--- config.mk ---
export PLATFORM = sky130hd
export DESIGN_NAME = sramCeWriter
export DESIGN_NICKNAME = d
export VERILOG_FILES = /design/src/rtl/sramCeWriterPkg.sv /design/src/rtl/sramCeWrCtrl.sv /design/src/rtl/sramCeWrPath.sv /design/src/rtl/sramCeWriter.sv
export SDC_FILE = /design/constraint.sdc
export NUM_CORES = 1
export LEC_CHECK = 0
export ABC_CLOCK_PERIOD_IN_PS = 3000
export BUFFER_PORTS_ARGS = -buffer_cell sky130_fd_sc_hd__buf_2
export CAP_MARGIN = 20
export CORE_ASPECT_RATIO = 1.2
export CORE_MARGIN = 4
export CORE_UTILIZATION = 35
export DETAILED_ROUTE_END_ITERATION = 16
export GPL_ROUTABILITY_DRIVEN = 0
export GPL_TIMING_DRIVEN = 0
export PLACE_DENSITY = 0.7
export SLEW_MARGIN = 40
export SYNTH_ARGS = -nofsm -noshare
export SYNTH_HDL_FRONTEND = slang
export SYNTH_SLANG_ARGS = --single-unit
export TNS_END_PERCENT = 20
--- constraint.sdc ---
create_clock -name clk -period 3 [get_ports clk]
set_clock_uncertainty 0.05 [all_clocks]
set_input_delay 0.6 -clock clk [delete_from_list [all_inputs] [get_ports clk]]
set_output_delay 0.6 -clock clk [all_outputs]
set_load 0.02 [all_outputs]
--- src/rtl/sramCeWriterPkg.sv ---
package sramCeWriterPkg;

  typedef enum logic [2:0] {
    ST_IDLE,
    ST_SETUP,
    ST_WINDOW,
    ST_CLOSE,
    ST_RECOVER
  } wrState_t;

  // Strobes from the sequencer to the pin datapath.
  typedef struct packed {
    logic load;    // capture address and data
    logic drive;   // enable the data pin driver
    logic weLow;   // assert write enable
    logic ceLow;   // assert chip enable
  } wrStrobe_t;

  // Whole cycles covering a picosecond minimum, never fewer than one.
  function automatic int cycCount(input int ps, input int periodPs);
    int c;
    c = (ps + periodPs - 1) / periodPs;
    return (c < 1) ? 1 : c;
  endfunction

  function automatic int maxOf4(input int a, input int b, input int c, input int d);
    int m;
    m = a;
    if (b > m) m = b;
    if (c > m) m = c;
    if (d > m) m = d;
    return m;
  endfunction

  // Padding after the closing cycle so the whole cycle meets the cycle time.
  function automatic int recCount(input int wcCyc, input int usedCyc);
    int r;
    r = wcCyc - usedCyc;
    return (r < 1) ? 1 : r;
  endfunction

endpackage

--- src/rtl/sramCeWrCtrl.sv ---
module sramCeWrCtrl
  import sramCeWriterPkg::*;
#(
  parameter int SETUP_CYC = 1,
  parameter int WIN_CYC   = 2,
  parameter int REC_CYC   = 1
) (
  input  logic      clk,
  input  logic      rstN,
  input  logic      reqValid,
  output wrStrobe_t strobe,
  output logic      ready,
  output logic      done
);

  localparam int MAX_CYC = maxOf4(SETUP_CYC, WIN_CYC, REC_CYC, 1);
  localparam int CNT_W   = (MAX_CYC < 2) ? 1 : $clog2(MAX_CYC);

  wrState_t   state;
  logic [CNT_W-1:0] cnt;

  always_ff @(posedge clk) begin
    if (!rstN) begin
      state <= ST_IDLE;
      cnt   <= '0;
      done  <= 1'b0;
    end else begin
      done <= 1'b0;
      unique case (state)
        ST_IDLE: begin
          if (reqValid) begin
            state <= ST_SETUP;
            cnt   <= CNT_W'(SETUP_CYC - 1);
          end
        end
        ST_SETUP: begin
          if (cnt == '0) begin
            state <= ST_WINDOW;
            cnt   <= CNT_W'(WIN_CYC - 1);
          end else begin
            cnt <= cnt - 1'b1;
          end
        end
        ST_WINDOW: begin
          if (cnt == '0) begin
            state <= ST_CLOSE;
          end else begin
            cnt <= cnt - 1'b1;
          end
        end
        ST_CLOSE: begin
          state <= ST_RECOVER;
          cnt   <= CNT_W'(REC_CYC - 1);
        end
        ST_RECOVER: begin
          if (cnt == '0) begin
            state <= ST_IDLE;
            done  <= 1'b1;
          end else begin
            cnt <= cnt - 1'b1;
          end
        end
        default: state <= ST_IDLE;
      endcase
    end
  end

  logic busyDrive;
  assign busyDrive = (state == ST_SETUP) || (state == ST_WINDOW) || (state == ST_CLOSE);

  always_comb begin
    strobe.load  = (state == ST_IDLE) && reqValid;
    strobe.drive = busyDrive;
    strobe.weLow = busyDrive;
    strobe.ceLow = (state == ST_WINDOW);
  end

  assign ready = (state == ST_IDLE);

endmodule

--- src/rtl/sramCeWrPath.sv ---
module sramCeWrPath
  import sramCeWriterPkg::*;
#(
  parameter int ADDR_W = 19,
  parameter int DATA_W = 8
) (
  input  logic              clk,
  input  logic              rstN,
  input  wrStrobe_t         strobe,
  input  logic [ADDR_W-1:0] reqAddr,
  input  logic [DATA_W-1:0] reqData,
  output logic [ADDR_W-1:0] memAddr,
  output logic [DATA_W-1:0] memDqOut,
  output logic              memDqEn,
  output logic              memCeN,
  output logic              memWeN,
  output logic              memOeN
);

  logic [ADDR_W-1:0] addrQ;
  logic [DATA_W-1:0] dataQ;

  always_ff @(posedge clk) begin
    if (!rstN) begin
      addrQ <= '0;
      dataQ <= '0;
    end else if (strobe.load) begin
      addrQ <= reqAddr;
      dataQ <= reqData;
    end
  end

  assign memAddr  = addrQ;
  assign memDqOut = dataQ;
  assign memDqEn  = strobe.drive;
  assign memCeN   = ~strobe.ceLow;
  assign memWeN   = ~strobe.weLow;
  assign memOeN   = 1'b1;

endmodule

--- src/rtl/sramCeWriter.sv ---
module sramCeWriter
  import sramCeWriterPkg::*;
#(
  parameter int ADDR_W        = 19,
  parameter int DATA_W        = 8,
  parameter int CLK_PERIOD_PS = 8000,
  parameter int T_AS_PS       = 0,
  parameter int T_CW_PS       = 10000,
  parameter int T_AW_PS       = 10000,
  parameter int T_DS_PS       = 6000,
  parameter int T_WP_PS       = 8000,
  parameter int T_WC_PS       = 10000
) (
  input  logic              clk,
  input  logic              rstN,
  input  logic              reqValid,
  input  logic [ADDR_W-1:0] reqAddr,
  input  logic [DATA_W-1:0] reqData,
  output logic              ready,
  output logic              done,
  output logic [ADDR_W-1:0] memAddr,
  output logic [DATA_W-1:0] memDqOut,
  output logic              memDqEn,
  output logic              memCeN,
  output logic              memWeN,
  output logic              memOeN
);

  localparam int SETUP_CYC = cycCount(T_AS_PS, CLK_PERIOD_PS);
  localparam int WIN_CYC   = maxOf4(cycCount(T_CW_PS, CLK_PERIOD_PS),
                                    cycCount(T_AW_PS, CLK_PERIOD_PS),
                                    cycCount(T_DS_PS, CLK_PERIOD_PS),
                                    cycCount(T_WP_PS, CLK_PERIOD_PS));
  localparam int WC_CYC    = cycCount(T_WC_PS, CLK_PERIOD_PS);
  localparam int REC_CYC   = recCount(WC_CYC, SETUP_CYC + WIN_CYC + 1);

  wrStrobe_t strobe;

  sramCeWrCtrl #(
    .SETUP_CYC(SETUP_CYC),
    .WIN_CYC  (WIN_CYC),
    .REC_CYC  (REC_CYC)
  ) u_ctrl (
    .clk     (clk),
    .rstN    (rstN),
    .reqValid(reqValid),
    .strobe  (strobe),
    .ready   (ready),
    .done    (done)
  );

  sramCeWrPath #(
    .ADDR_W(ADDR_W),
    .DATA_W(DATA_W)
  ) u_path (
    .clk     (clk),
    .rstN    (rstN),
    .strobe  (strobe),
    .reqAddr (reqAddr),
    .reqData (reqData),
    .memAddr (memAddr),
    .memDqOut(memDqOut),
    .memDqEn (memDqEn),
    .memCeN  (memCeN),
    .memWeN  (memWeN),
    .memOeN  (memOeN)
  );

endmodule

# --- Yosys cells after proc, flatten, opt, wreduce, memory -nomap -nowiden ---
# Cells that the tools add are included.
totals:
  register_bits: 32
  wordCells: 35
  inputBits: 30
classes:
  bitwise_logic: 2
  n_eq_ne: 8
  reduce_logical: 9
  n_addsub: 1
  mux: 10
op_table:
  columns: ["op", "count"]
  rows:
  - ["$pmux W3 S5", 1]
  - ["$mux W3", 4]
  - ["$ne A2 B2 Y1 const B", 4]
  - ["$eq A3 B2 Y1 const B", 2]
  - ["$mux W1", 4]
  - ["$pmux W1 S4", 1]
  - ["$reduce_and A2 Y1", 2]
  - ["$reduce_and A4 Y1", 1]
  - ["$reduce_bool A4 Y1", 1]
  - ["$eq A3 B1 Y1 const B", 1]
  - ["$eq A3 B3 Y1 const B", 1]
  - ["$logic_not A3 Y1", 1]
  - ["$logic_or A1 B1 Y1", 2]
  - ["$not A1 Y1", 2]
  - ["$reduce_or A2 Y1", 1]
  - ["$logic_and A1 B1 Y1", 1]
  - ["$sub A1 B1 Y1 const B", 1]

# --- Depth between registers and ports, before layout ---
logic_depth:
  word_depth: 4
  ltp_mapped: 5

# --- By module ---
# Synthesis repeated with hierarchy kept, for this count alone.
unflattened:
  cells_unflattened: 123
  area_unflattened_um2: 1356.3
by_module_without_submodules:
  columns: ["module", "cells_per_inst", "area_each_um2", "instances", "seq_area_each_um2"]
  rows:
  - ["sramCeWrPath", 91, 1064.8, 1, 540.5]
  - ["sramCeWrCtrl", 32, 291.5, 1, 100.1]

# --- Worst setup path before layout ---
# No wires, ideal clock.
synth_path:
  kind: "register to output"
  startpoint: "register u_ctrl.state[1]"
  endpoint: "output port memDqEn"
  path_slack_ps: 1122
  t_required_ps: 2350
  path_buffers: 1
  arrival_ps: 1228
  path_stages_with_launch: 5
  cell_sequence: "dfxtp_1 > clkbuf_1 > nor2_1 > or2_2 > inv_1"
synth_via:
  elab_chain_len: 3
synth_rtl:
  columns: ["item", "line", "rtl"]
  rows:
  - ["from (decl)", "sramCeWrCtrl.sv:19", "wrState_t state;"]
  - ["from (signal assigned)", "sramCeWrCtrl.sv:24", "state <= ST_IDLE;"]
  - ["from (signal assigned)", "sramCeWrCtrl.sv:32", "state <= ST_SETUP;"]
  - ["from (signal assigned)", "sramCeWrCtrl.sv:38", "state <= ST_WINDOW;"]
  - ["$eq A3 B1 Y1 or $eq A3 B2 Y1 (tied branches)", "sramCeWrCtrl.sv:69", "assign busyDrive = (state == ST_SETUP) || (state == ST_WINDOW) || (state == ST_CLOSE);"]
  - ["$logic_or A1 B1 Y1", "sramCeWrCtrl.sv:69", null]
  - ["$logic_or A1 B1 Y1 *", "sramCeWrCtrl.sv:69", null]
  - ["to (decl)", "sramCeWriter.sv:23", "output logic memDqEn,"]
# Every way passes the cells marked *; elsewhere a longest branch is shown, timed or not.

# --- Worst setup path after layout ---
layout_path:
  startpoint: "register u_ctrl.state[1]"
  endpoint: "output port memCeN"
layout_via:
  elab_chain_len: 2
layout_rtl:
  columns: ["item", "line", "rtl"]
  rows:
  - ["$eq A3 B2 Y1", "sramCeWrCtrl.sv:75", "strobe.ceLow = (state == ST_WINDOW);"]
  - ["$not A1 Y1", "sramCeWrPath.sv:36", "assign memCeN = ~strobe.ceLow;"]
  - ["to (decl)", "sramCeWriter.sv:24", "output logic memCeN,"]
# Every way passes these cells.

==> impl_summary.txt <==
----------------------------------------------------
[Run status]
  Run status ... completed

[Pwr]
  Power Density ... 696 nW/um^2
  Leak pwr ... 0.801 nW
  VDD IR-drop max ... about 0.44 mV

[Route]
  Mean number of vias per cell ... 4.90
  Overall routed net length ... ~3200 um
  Pre-antenna DRT Iters ... 4
  Final antenna-violating net count ... 0
  Routed vias ... around 1,300
  Count of routing violations after the opening detailed-route iteration ... 40
  Residual DRC count ... 0
  Avg WL per Cell ... between 10 and 15 um

[CTS]
  Max H-tree Level ... 2
  Post-CTS sizing ... 0
  TritonCTS clock tree ... done
  Sinks on the clock net ... 32
  # hold bufs at CTS ... 0
  Library cell used as clock root buffer ... sky130_fd_sc_hd__clkbuf_8
  Clock-pin slew on the worst setup and hold paths ... 0.07 ns
  Maximum buffer depth of the clock tree ... 2
  Setup Fix Bufs, Post-CTS ... 0
  TritonCTS Buffers ... 5
  Clock Latency Late Sink ... about 0.28 ns

[Critical path]
  Critical path cell sequence ... clkbuf_1 -> or3b_2 -> buf_2
  Worst path arrival time ... between 1.5 and 2 ns
  Largest delay share family, worst path ... buffers and inverters
  Largest stage delay on the critical path ... ~0.47 ns
  Setup CP Type ... register to output port
  Reg-to-Reg End ... u_path.memAddr[5]
  Buffers & Inverters on Critical Path ... 2
  Slowest cell on the critical path ... sky130_fd_sc_hd__or3b_2
  Maximum fanout encountered on the critical timing path ... 10
  Startpoint Class ... register
  Nature of the critical path endpoint ... output port
  Flop2flop setup slack ... between 1 and 1.5 ns
  Reg2reg path depth ... 4
  Worst Path Required ... between 2 and 2.5 ns
  R2R Path Start ... u_ctrl.state[0]

[Die]
  Overall die area ... between 4000 and 5000 um^2
  Initial core utilization ... between 30 and 40%
  Placeable Area ... 3420 um^2
  Die H ... 74.1 um
  Core Rows ... 23
  Horizontal die dimension ... between 60 and 70 um
  I/O pin total ... 63

[Cells and area]
  Fraction of final layout cells with drive strength greater than 1 ... between 30 and 40%
  Post-synthesis to final-layout area growth ... 36.6%
  Commonest cells after routing, fill and taps aside ... sky130_fd_sc_hd__buf_2, sky130_fd_sc_hd__dfxtp_1, sky130_fd_sc_hd__nand2_1, sky130_fd_sc_hd__nand3_1, sky130_fd_sc_hd__o21ai_0
  Post-layout net count ... 251
  Final instance count without filler cells ... between 200 and 300
  Leading cell type in the layout, fill and taps excluded ... sky130_fd_sc_hd__buf_2
  Diodes inserted ... 0
  End-of-flow core utilization ... 50.8%

[Placement]
  Inst Count DP ... ~250
  Placement Setup Slack ... between 1 and 1.5 ns
  Post-detail-place hpwl ... ~2300 um
  Port Buffers ... a little over 60

[Global route]
  Overall global routing resource usage ... approximately 15%
  Gr ovfl total ... 0
  Number of global-route vias before repair ... approximately 1,200
  Initial antenna violation count ... 0
  Global-route wire length before repair ... 5440 um
  Maximum number of pins on one net before global-route repair ... 13

[Timing]
  RSZ-0062 raised after global routing ... no
  Max Slew Vio Count ... 0
  Crit path setup slack, layout ... 0.695 ns
  Final count of negative-setup-slack endpoints ... 0
  FMAX ... between 0.4 and 0.5 GHz
  Hold Violations, Final ... 0
  Setup TNS ... 0 ns
  Worst-margin pin slew ... between 0.5 and 0.6 ns
  Worst max-slew margin expressed relative to the limit ... 61.8%
  Part of the cycle the worst path needs ... between 70 and 80%
  Final critical-path required period ... roughly 2.3 ns

[Hold path]
  Number of cells traversed by the worst hold path ... 2
  Worst hold path startpoint ... u_path.memAddr[18]
  Min-Delay Endpoint ... u_path.memAddr[18]
  Worst min-delay path class ... register to register

[Logic synthesis]
  Distinct cell type count of the synthesized netlist ... 27
  Post-Syn Instances ... 153
  Fraction of the yosys area taken by sequential cells ... 50.3%
  Netlist area before placement ... about 1300 um^2
  Leading area contributor after synthesis ... sky130_fd_sc_hd__dfxtp_1
  Leading post-synthesis cells by cell area ... sky130_fd_sc_hd__dfxtp_1, sky130_fd_sc_hd__nand3_1, sky130_fd_sc_hd__o21ai_0, sky130_fd_sc_hd__nand2_1, sky130_fd_sc_hd__buf_6
  Post-synthesis register bit count ... 32
  Synthesized net count ... ~180
  Synthesized area per cell ... 8.32 um^2
  Share of Yosys cell area claimed by the top area cell type ... just over 50%
  Synth warnings ... 0

[Job]
  Max-cap viol count ... 0

----------------------------------------------------
==> final cells by class <==
cell class                      instances  area, um^2
Clock inverter                          3        46.3
Multi-Input combinational cell        105         533
Clock buffer                            5        68.8
Buffer                                 15        96.3
Timing Repair Buffer                   61         305
Sequential cell                        32         641
Inverter                                1        3.75
Tap cell                               37        46.3
Fill cell                             343        1680
==> metrics by stage <==
| stage | power [mW] | hold slack [ns] | instance area [um^2] |
|---|---|---|---|
| after floorplan | 0.701 | 0.466 | 1270 |
| after global placement | 0.801 | 0.387 | 1630 |
| after detailed placement | 0.803 | 0.391 | 1630 |
| after global routing | 1.28 | 0.412 | 1740 |
| after CTS | 1.22 | 0.403 | 1740 |
| final | 1.21 | 0.404 | 1740 |
==> worst max-delay path by stage <==
stage | depth (start not counted) | slack [ns] | start | to
5_1_grt | 5 | 0.59 | u_ctrl.state[1] | memDqEn
2_1_floorplan | 4 | 1.12 | u_ctrl.state[1] | memDqEn
6_report | 3 | 0.70 | u_ctrl.state[1] | memCeN
4_1_cts | 3 | 0.70 | u_ctrl.state[1] | memCeN
3_5_place_dp | 3 | 1.01 | u_ctrl.state[1] | memCeN
3_3_place_gp | 3 | 1.02 | u_ctrl.state[1] | memCeN
==> power breakdown <==
| group | total (mW) | internal [mW] | switching, mW |
|---|---|---|---|
| sequential | 0.497 | 0.470 | 0.0266 |
| combinational | 0.295 | 0.113 | 0.182 |
| clock | 0.419 | 0.250 | 0.169 |
| total | 1.21 | 0.833 | 0.378 |
==> synthesized netlist by cell type <==
| cell | count |
|---|---|
| sky130_fd_sc_hd__a2111oi_0 | 1 |
| sky130_fd_sc_hd__a21oi_1 | 2 |
| sky130_fd_sc_hd__a31oi_1 | 1 |
| sky130_fd_sc_hd__and3b_1 | 1 |
| sky130_fd_sc_hd__and4b_1 | 1 |
| sky130_fd_sc_hd__buf_2 | 3 |
| sky130_fd_sc_hd__buf_4 | 1 |
| sky130_fd_sc_hd__buf_6 | 4 |
| sky130_fd_sc_hd__clkbuf_1 | 5 |
| sky130_fd_sc_hd__clkbuf_2 | 2 |
| sky130_fd_sc_hd__conb_1 | 1 |
| sky130_fd_sc_hd__dfxtp_1 | 32 |
| sky130_fd_sc_hd__inv_1 | 1 |
| sky130_fd_sc_hd__mux2i_1 | 1 |
| sky130_fd_sc_hd__nand2_1 | 29 |
| sky130_fd_sc_hd__nand2b_1 | 1 |
| sky130_fd_sc_hd__nand3_1 | 27 |
| sky130_fd_sc_hd__nor2_1 | 3 |
| sky130_fd_sc_hd__nor2b_1 | 2 |
| sky130_fd_sc_hd__nor3_1 | 3 |
| sky130_fd_sc_hd__nor4_1 | 1 |
| sky130_fd_sc_hd__nor4b_4 | 1 |
| sky130_fd_sc_hd__o21ai_0 | 24 |
| sky130_fd_sc_hd__o21ai_1 | 3 |
| sky130_fd_sc_hd__o22ai_1 | 1 |
| sky130_fd_sc_hd__or2_2 | 1 |
| sky130_fd_sc_hd__or3b_2 | 1 |
==> per-layer routing <==
layer  track usage (%)  vias to the layer above  share of wire [%]
met4              4.41                        0               0.59
li1                  -                      656                  -
met2              23.2                       44                 44
met3              6.19                        2                8.9
met5                 0                        -                  0
met1              17.9                      566                 47
==> cells by family after synthesis <==
kind of cell    count (synthesis)  share of synthesized area, %
flops                          32                          50.3
compound gates                 32                          13.1
buf+inv                        16                          7.86
other cells                     1                         0.294
mux                             1                         0.786
simple gates                   71                          27.7
==> worst min-delay path, cell delays in order (launching register included) <==
cell and delay [ns]:
sky130_fd_sc_hd__dfxtp_1 0.31, sky130_fd_sc_hd__nand2_1 0.05, sky130_fd_sc_hd__o21ai_1 0.05
==> flip-flops by register name (all words and copies together), names as in the netlist <==
name and cells:
u_ctrl.done 1, u_path.memAddr 19, u_path.memDqOut 8, u_ctrl.cnt 1, u_ctrl.state 3
Note: power is estimated with default switching activity, not from simulation.
